<file path="config.mk">
export PLATFORM = sky130hd
export DESIGN_NAME = scan_alu_engine
export DESIGN_NICKNAME = d
export VERILOG_FILES = /design/src/rtl/scan_alu_pkg.sv /design/src/rtl/scan_alu_stage.sv /design/src/rtl/scan_cfg_check.sv /design/src/rtl/scan_alu_engine.sv
export SDC_FILE = /design/constraint.sdc
export NUM_CORES = 2
export LEC_CHECK = 0
export ABC_AREA = 1
export BUFFER_PORTS_ARGS = -buffer_cell sky130_fd_sc_hd__buf_2
export CAP_MARGIN = 0
export CELL_PAD_IN_SITES_DETAIL_PLACEMENT = 0
export CELL_PAD_IN_SITES_GLOBAL_PLACEMENT = 1
export CORE_MARGIN = 2
export CORE_UTILIZATION = 49
export CTS_BUF_LIST = sky130_fd_sc_hd__clkbuf_16
export DETAILED_ROUTE_END_ITERATION = 6
export PLACE_DENSITY = 0.92
export SLEW_MARGIN = 15
export SYNTH_ARGS = -nofsm -noshare
export SYNTH_HDL_FRONTEND = slang
export SYNTH_SLANG_ARGS = --single-unit
</file>
<file path="constraint.sdc">
create_clock -name clk -period 24.1 [get_ports clk]
set_clock_uncertainty 0.1 [all_clocks]
set_input_delay 4.82 -clock clk [delete_from_list [all_inputs] [get_ports clk]]
set_output_delay 4.82 -clock clk [all_outputs]
set_load 0.005 [all_outputs]
</file>
<file path="src/rtl/scan_alu_pkg.sv">
// Shared encodings for the two-stage ALU scan engine.
// Assumes opcodes fit in 5 bits and init codes in 3 bits.
package scan_alu_pkg;

    localparam int OP_W   = 5;
    localparam int MODE_W = 2;
    localparam int INIT_W = 3;

    typedef enum logic [OP_W-1:0] {
        OP_PASS = 5'd0,
        OP_ADD  = 5'd4,
        OP_SUB  = 5'd5,
        OP_MUL  = 5'd6,
        OP_MAX  = 5'd8,
        OP_MIN  = 5'd9,
        OP_AND  = 5'd13,
        OP_OR   = 5'd14,
        OP_XOR  = 5'd15,
        OP_EQ   = 5'd18,
        OP_NE   = 5'd19,
        OP_GT   = 5'd20,
        OP_GE   = 5'd21,
        OP_LT   = 5'd22,
        OP_LE   = 5'd23
    } alu_op_e;

    typedef enum logic [MODE_W-1:0] {
        RUN_REDUCE = 2'd0,
        RUN_CUMUL  = 2'd1,
        RUN_SCAN   = 2'd2
    } run_mode_e;

    localparam logic [INIT_W-1:0] SEED_ZERO = 3'd3;
    localparam logic [INIT_W-1:0] SEED_LOAD = 3'd5;

    // True when the opcode belongs to the supported set.
    function automatic logic op_known(input logic [OP_W-1:0] op);
        case (op)
            5'd0, 5'd4, 5'd5, 5'd6, 5'd8, 5'd9,
            5'd13, 5'd14, 5'd15,
            5'd18, 5'd19, 5'd20, 5'd21, 5'd22, 5'd23: op_known = 1'b1;
            default:                                  op_known = 1'b0;
        endcase
    endfunction

endpackage

</file>
<file path="src/rtl/scan_alu_stage.sv">
// One combinational ALU stage: applies an opcode to (element, cache), or to
// (cache, element) when swap is set. Signed data, wrapping arithmetic.
// Assumes the opcode was already validated; unknown codes pass operand a.
module scan_alu_stage
    import scan_alu_pkg::*;
#(
    parameter int DATA_W = 32
) (
    input  logic [OP_W-1:0]   op,
    input  logic              swap,
    input  logic [DATA_W-1:0] elem,
    input  logic [DATA_W-1:0] cache,
    output logic [DATA_W-1:0] result
);
    localparam logic [DATA_W-1:0] ONE  = {{(DATA_W-1){1'b0}}, 1'b1};
    localparam logic [DATA_W-1:0] ZERO = '0;

    logic signed [DATA_W-1:0] opa;
    logic signed [DATA_W-1:0] opb;

    // Operand order selection.
    always_comb begin
        opa = swap ? cache : elem;
        opb = swap ? elem  : cache;
    end

    // Opcode evaluation.
    always_comb begin
        case (alu_op_e'(op))
            OP_PASS: result = opa;
            OP_ADD:  result = opa + opb;
            OP_SUB:  result = opa - opb;
            OP_MUL:  result = opa * opb;
            OP_MAX:  result = (opa > opb) ? opa : opb;
            OP_MIN:  result = (opa < opb) ? opa : opb;
            OP_AND:  result = opa & opb;
            OP_OR:   result = opa | opb;
            OP_XOR:  result = opa ^ opb;
            OP_EQ:   result = (opa == opb) ? ONE : ZERO;
            OP_NE:   result = (opa != opb) ? ONE : ZERO;
            OP_GT:   result = (opa >  opb) ? ONE : ZERO;
            OP_GE:   result = (opa >= opb) ? ONE : ZERO;
            OP_LT:   result = (opa <  opb) ? ONE : ZERO;
            OP_LE:   result = (opa <= opb) ? ONE : ZERO;
            default: result = opa;
        endcase
    end

endmodule

</file>
<file path="src/rtl/scan_cfg_check.sv">
// Configuration validator. Flags unsupported opcodes, the unused mode code,
// unknown seed codes and a load seed without a supplied value.
// Assumes configuration is static during a row.
module scan_cfg_check
    import scan_alu_pkg::*;
#(
    parameter int N_STAGE = 2
) (
    input  logic [N_STAGE-1:0][OP_W-1:0] ops,
    input  logic [MODE_W-1:0]            mode,
    input  logic [INIT_W-1:0]            seed,
    input  logic                         seed_present,
    output logic                         bad
);
    logic [N_STAGE-1:0] op_bad;

    // Per-stage opcode membership test.
    for (genvar g = 0; g < N_STAGE; g++) begin : g_opchk
        assign op_bad[g] = !op_known(ops[g]);
    end

    // Combine all rejection causes.
    always_comb begin
        bad = |op_bad;
        if (mode == 2'd3)                               bad = 1'b1;
        if (seed != SEED_ZERO && seed != SEED_LOAD)     bad = 1'b1;
        if (seed == SEED_LOAD && !seed_present)         bad = 1'b1;
    end

endmodule

</file>
<file path="src/rtl/scan_alu_engine.sv">
// Two-stage ALU scan engine. Each accepted element runs through two chained
// stages that share the running cache as operand; the cache takes the final
// stage result. Mode selects reduce (final only) or per-element output.
// Assumes configuration is stable from a row's first element to its last.
module scan_alu_engine
    import scan_alu_pkg::*;
#(
    parameter int DATA_W = 32
) (
    input  logic              clk,
    input  logic              rst_n,
    input  logic [4:0]        cfg_op0,
    input  logic [4:0]        cfg_op1,
    input  logic              cfg_swap0,
    input  logic              cfg_swap1,
    input  logic [1:0]        cfg_mode,
    input  logic [2:0]        cfg_init,
    input  logic              cfg_init_valid,
    input  logic [DATA_W-1:0] cfg_init_value,
    output logic              cfg_error,
    input  logic              in_valid,
    output logic              in_ready,
    input  logic [DATA_W-1:0] in_data,
    input  logic              in_last,
    output logic              out_valid,
    input  logic              out_ready,
    output logic [DATA_W-1:0] out_data,
    output logic              out_last
);
    localparam int N_STAGE = 2;

    logic [N_STAGE-1:0][OP_W-1:0] st_op;
    logic [N_STAGE-1:0]           st_swap;
    logic [DATA_W-1:0]            chain [N_STAGE+1];

    logic [DATA_W-1:0] cache_q;
    logic [DATA_W-1:0] cache_use;
    logic              row_start_q;
    logic              out_valid_q;
    logic [DATA_W-1:0] out_data_q;
    logic              out_last_q;
    logic              accept;
    logic              emit;

    assign st_op   = {cfg_op1, cfg_op0};
    assign st_swap = {cfg_swap1, cfg_swap0};

    scan_cfg_check #(.N_STAGE(N_STAGE)) u_cfg (
        .ops          (st_op),
        .mode         (cfg_mode),
        .seed         (cfg_init),
        .seed_present (cfg_init_valid),
        .bad          (cfg_error)
    );

    // Cache operand: seed at row start, running value otherwise.
    always_comb begin
        if (row_start_q)
            cache_use = (cfg_init == SEED_LOAD) ? cfg_init_value : '0;
        else
            cache_use = cache_q;
    end

    assign chain[0] = in_data;

    for (genvar g = 0; g < N_STAGE; g++) begin : g_stage
        scan_alu_stage #(.DATA_W(DATA_W)) u_stage (
            .op     (st_op[g]),
            .swap   (st_swap[g]),
            .elem   (chain[g]),
            .cache  (cache_use),
            .result (chain[g+1])
        );
    end

    // Handshake and output-emit decisions.
    always_comb begin
        in_ready = !cfg_error && (!out_valid_q || out_ready);
        accept   = in_valid && in_ready;
        emit     = accept && ((run_mode_e'(cfg_mode) != RUN_REDUCE) || in_last);
    end

    // Cache and row-boundary tracking.
    always_ff @(posedge clk) begin
        if (!rst_n) begin
            cache_q     <= '0;
            row_start_q <= 1'b1;
        end else if (accept) begin
            cache_q     <= chain[N_STAGE];
            row_start_q <= in_last;
        end
    end

    // Output register with hold under backpressure.
    always_ff @(posedge clk) begin
        if (!rst_n) begin
            out_valid_q <= 1'b0;
            out_data_q  <= '0;
            out_last_q  <= 1'b0;
        end else if (emit) begin
            out_valid_q <= 1'b1;
            out_data_q  <= chain[N_STAGE];
            out_last_q  <= in_last;
        end else if (out_ready) begin
            out_valid_q <= 1'b0;
        end
    end

    assign out_valid = out_valid_q;
    assign out_data  = out_data_q;
    assign out_last  = out_last_q;

endmodule

</file>
# Word-level counts from Yosys, hierarchy flattened

Memory sizes are Yosys's and may differ from the RTL's.
Cells that the tools add are included.

Bits in registers: 67
ROM bits: 64
Input port bits: 87
Output and inout port bits: 36
Memories kept: 2

Memory list:

| name             | words | width | read ports | clocked after memory_dff | write ports | line               | RTL |
|---|---|---|---|---|---|---|---|
| (name not given) | 32    | 1     | 1          | 0                        | 0           | scan_alu_pkg.sv:38 | `case (op)` |
| (name not given) | 32    | 1     | 1          | 0                        | 0           | scan_alu_pkg.sv:38 |  |

Add/sub/neg operators: 4
Multiply operators: 2
Order comparisons: 8
Equality and inequality tests: 36
Muxes and demuxes: 29
Bitwise logic cells: 6
Reductions and logical operators: 15

Operators with widths:

| cell               | number |
|---|---|
| $pmux 32 s14       | 2 |
| $mux 32            | 10 |
| $add 32x32->32     | 2 |
| $and 32x32->32     | 2 |
| $eq 32x32->1       | 2 |
| $ge 32x32->1       | 2 |
| $gt 32x32->1       | 2 |
| $le 32x32->1       | 2 |
| $lt 32x32->1       | 2 |
| $mul 32x32->32     | 2 |
| $ne 32x32->1       | 2 |
| $or 32x32->32      | 2 |
| $sub 32x32->32     | 2 |
| $xor 32x32->32     | 2 |
| $eq 5x5->1 const B | 12 |
| $eq 5x4->1 const B | 10 |
| $eq 5x3->1 const B | 6 |
| $mux 1             | 17 |
| $logic_and 1x1->1  | 5 |
| $logic_not 1->1    | 5 |
| $reduce_bool 2->1  | 2 |
| $eq 3x3->1 const B | 1 |
| $ne 3x2->1 const B | 1 |
| $ne 3x3->1 const B | 1 |
| 3 further kinds    | 4 |

# Longest topological paths before layout

Depth after elaboration: 11
Depth in mapped cells: 81
Depth with buffers taken out: 77

# Modules after synthesis

A second synthesis with hierarchy kept.

Cell total of the unflattened synthesis: 7417
Area, all modules: 50637.3 um2

Modules (own cells, without submodules):

| module                               | times used | cells an instance | area an instance (um2) |
|---|---|---|---|
| scan_alu_stage at g_stage[1].u_stage | 1          | 3518              | 23856.6 |
| scan_alu_stage at g_stage[0].u_stage | 1          | 3400              | 23515.1 |
| scan_alu_engine                      | 1          | 459               | 3104.2 |
| scan_cfg_check                       | 1          | 40                | 161.4 |

# Least setup slack after synthesis

OpenSTA, ideal clock, no wires.

Path kind: in2reg
Start: input port cfg_swap0
End: register out_data_q[27] (netlist: out_data[27])
Arrival time: 18.005 ns
Setup slack: 5.878 ns
Stages: 69
Path buffers: 4
Path through: inv_2 -> buf_2 -> clkbuf_1 -> nand2_1 -> o21ai_1 -> inv_1 -> clkbuf_1 -> ha_1 -> fa_1 -> fa_1 -> inv_1 -> fa_1 -> inv_1 -> fa_1 -> ha_1 -> ha_1 -> inv_1 -> fa_1 -> [33 not listed] -> o21ai_0 -> a21oi_1 -> inv_1 -> nand2_1 -> inv_1 -> nor2_1 -> inv_1 -> a21oi_1 -> o21ai_0 -> nand3_1 -> nand2_1 -> or2_2 -> nand3_1 -> o211ai_1 -> a211oi_1 -> nand3_1 -> o211ai_1 -> inv_1

Cells in the longest elaborated chain, start to end: 8
Elaborated cells on any way between the ends: 36
Classes of those cells: add/sub: 4; mul: 2; order compare: 6; eq/ne: 2; mux: 16; bitwise: 6

RTL lines:

| element                                                | line                   | RTL |
|---|---|---|
| start, declared                                        | scan_alu_engine.sv:14  | `input logic cfg_swap0,` |
| branches (longest 3 deep; another with $mul 32x32->32) | --                     |  |
| $pmux 32 s14 (*)                                       | scan_alu_stage.sv:29   | `case (alu_op_e'(op))` |
| branches (longest 3 deep; another with $mul 32x32->32) | --                     |  |
| $pmux 32 s14 (*)                                       | scan_alu_stage.sv:29   |  |
| end signal, assigned                                   | scan_alu_engine.sv:102 | `out_data_q <= chain[N_STAGE];` |
| end, declared                                          | scan_alu_engine.sv:40  | `logic [DATA_W-1:0] out_data_q;` |

Mark *: on every way between the ends.
A chain may end at the register's enable or synchronous reset.

# Worst setup path in the final report

Start: input port cfg_init[0]
End: register cache_q[29]

Cells in the longest elaborated chain, start to end: 11
Elaborated cells on any way between the ends: 48
Classes of those cells: add/sub: 4; mul: 2; order compare: 6; eq/ne: 5; mux: 20; bitwise: 6; reduce/logical: 5

RTL lines:

| element                                                 | line                  | RTL |
|---|---|---|
| start, declared                                         | scan_alu_engine.sv:17 | `input logic [2:0] cfg_init,` |
| branches (longest 11 deep; another with $mul 32x32->32) | --                    |  |
| end signal, assigned                                    | scan_alu_engine.sv:89 | `cache_q <= chain[N_STAGE];` |
| end, declared                                           | scan_alu_engine.sv:36 | `logic [DATA_W-1:0] cache_q;` |

Several ways; the timed one is not identified.

==> metrics.cfg <==
[outcome]
outcome=finished with violations
violations=DRC

[die]
num_io_pins=123
die_area_um2=102000
design.core.area_um2=98300
start_util=0.494
dieHeight_um=319
num_rows=115
die_w_um=319

[logic_synthesis]
syn_inst=7026
yosysSeqAreaShare=0.0276
syn_nets=8425
synth_most_common_cell=nand2_1
synth_edf_count=0
ys.flop_type=dfxtp_1
synth_adder_area_share=0.465
synth-simple-area-share=0.247
yosysTopAreaCellShare=0.338
synth.distinct_cells=70
synth_area_leader_cell=fa_1
synth_top_family_by_area=adder cells
synth_xor_area_frac=0.00917
synth_common_cells=nand2_1, inv_1, fa_1
synthArstFlopShare=0
yosys_warnings=0
synth_compound_area_frac=0.112
synth_area_per_cell_um2=6.91
synthTopCellsByArea=fa_1, ha_1, nand2_1
post_synth_mux_area_share=0
synth_seq_cells=67
synth_area_um2=48600

[clock_tree]
cts_tree=built
clockRootBuffer=clkbuf_16
clock_sink_count=67
cts_max_level=3
ctsHoldBuffers=0
post-cts-setup-buffers=0
clk_latency_ns=0.35
cts_resized=0
path_clk_slew_ns=0.06
cts_made_buffers=9
clk_path_buf_depth=2

[final_layout]
nFillCells=9970
area_growth_pct=4.83
drive_gt1_frac=0.0629
nets=8401
final_area_um2=50900

[placed_design]
gp_congestion=1.13
hpwlAfterDp_um=182000
port_buffers=122
postPlaceCellArea_um2=50600

[timing]
min_period_ns=21.79
holdWs_ns=0.375
tightest_slew_ns=1.26
setup_viol=0
tns_ns=0
period_share=0.904
finalHoldViolCount=0
slew_viol_final=0
max_slew_margin=0.162
rsz0062_at_grt=no
timing.fmax_mhz=45.9

[flow_run]
drv_cap=0

[critical_path]
path_class=in2reg
required_ns=24.23
worst-path-buf-inv=15
arrival_ns=21.92
cp-end-kind=register
slowest_delay_ns=0.68
crit_family=adder cells
critical_path.max_fanout=25
slowest_stage=o21ai_0
cpMostUsedCell=fa_1
startpoint_type=input pin

[route]
antenna_left=0
first_iter_violations=5816
drt-pass1-iter-count=7
num_vias=49400
route.detailed.drc=48
viasPerCell=5.95
wl_um=226000
wire_per_inst_um=27.2

[grt]
grt_max_degree=67
grtUsageTotal=0.442
grt_pass1_wl_um=329000
antenna_found_initial=7
grt_pass1_vias=49300
globalRouteOverflowTotal=0

[power_and_ir_drop]
power.leakage_nw=26.7
ir_worst_vdd_mv=0.155
powerDensity_nw_per_um2=117

[worst_hold_path]
hold_path.class=reg2reg

cell usage in the layout, fill, tap and decap left out, types with 31 or more instances in the layout:
master,count
nand2_1,1626
nand3_1,305
or2_2,31
nand2_2,35
buf_2,122
o211ai_1,40
o22ai_1,32
clkinv_1,31
buf_4,128
ha_1,492
dfxtp_1,67
o21ai_1,36
o221ai_1,34
nand4_1,47
a21oi_1,339
o21ai_0,264
inv_1,1406
nor3_1,36
inv_2,34
nor2_1,759
fa_1,820
logic make-up (layout without fill, tap and decap cells):
kind of cell | after synthesis | in the layout
fa+ha+maj | 1312 | 1312
other cells | 0 | 6
simple gates | 2913 | 2913
xor+xnor | 50 | 50
flops | 67 | 67
compound gates | 923 | 923
buf+inv | 1761 | 1742
worst paths after layout:
path,startpoint,slack (ns),to,depth (start not counted)
setup / recovery,cfg_init[0],2.31,cache_q[29],68
hold / removal,out_last,0.37,out_last,2
setup reg to reg,row_start_q,6.60,cache_q[29],65
hold reg to reg,out_last,0.37,out_last,2
worst reg2reg max path, delay by kind of cell (launching register included):
family / cells / cell delay [ns]
adders and majority gates: 18 / 8.63
AOI/OAI and AO/OA: 16 / 3.42
DFF: 1 / 0.32
buffers and inverters: 14 / 2.30
and+or+nand+nor: 17 / 2.64
per-stage QoR:
step	util	instances	worst slack [ns]	power, mW
finish	0.518	8300	2.31	5.95
global route	0.518	8296	1.48	6.47
CTS	0.518	8294	2.54	5.79
detailed placement	0.515	8278	2.24	5.57
global placement	0.515	8278	2.30	5.56
floorplan	-	7026	5.88	3.74
flip-flops by register name, indices dropped and copies added, names as in the netlist:
signal and flops:
out_last 1, cache_q 32, out_data 32, row_start_q 1, out_valid 1
layer usage:
layer	track usage	up-vias	routed length (um)
li1	-	21500	-
met1	0.526	23700	79700
met2	0.669	3289	95000
met3	0.106	968	25600
met4	0.385	0	25300
met5	0	-	0
where the power goes:
| part | switching [mW] | internal (mW) | total [mW] |
|---|---|---|---|
| sequential | 0.00114 | 0.113 | 0.114 |
| clock | 0.0591 | 0.0926 | 0.152 |
| combinational | 3.73 | 1.95 | 5.68 |
| total | 3.79 | 2.15 | 5.95 |
area by class of cell:
class	count	area [um2]	area share
clock buffer	9	225	0.00442
sequential	67	1340	0.0263
inverter	1476	5550	0.109
clock inverter	7	105	0.00206
timing repair buffer	250	1570	0.0309
tap	1287	1610	0.0316
multi-input combinational	5198	40500	0.795
antenna	6	15.0	0.000295
Note: power is estimated with default switching activity, not from simulation.
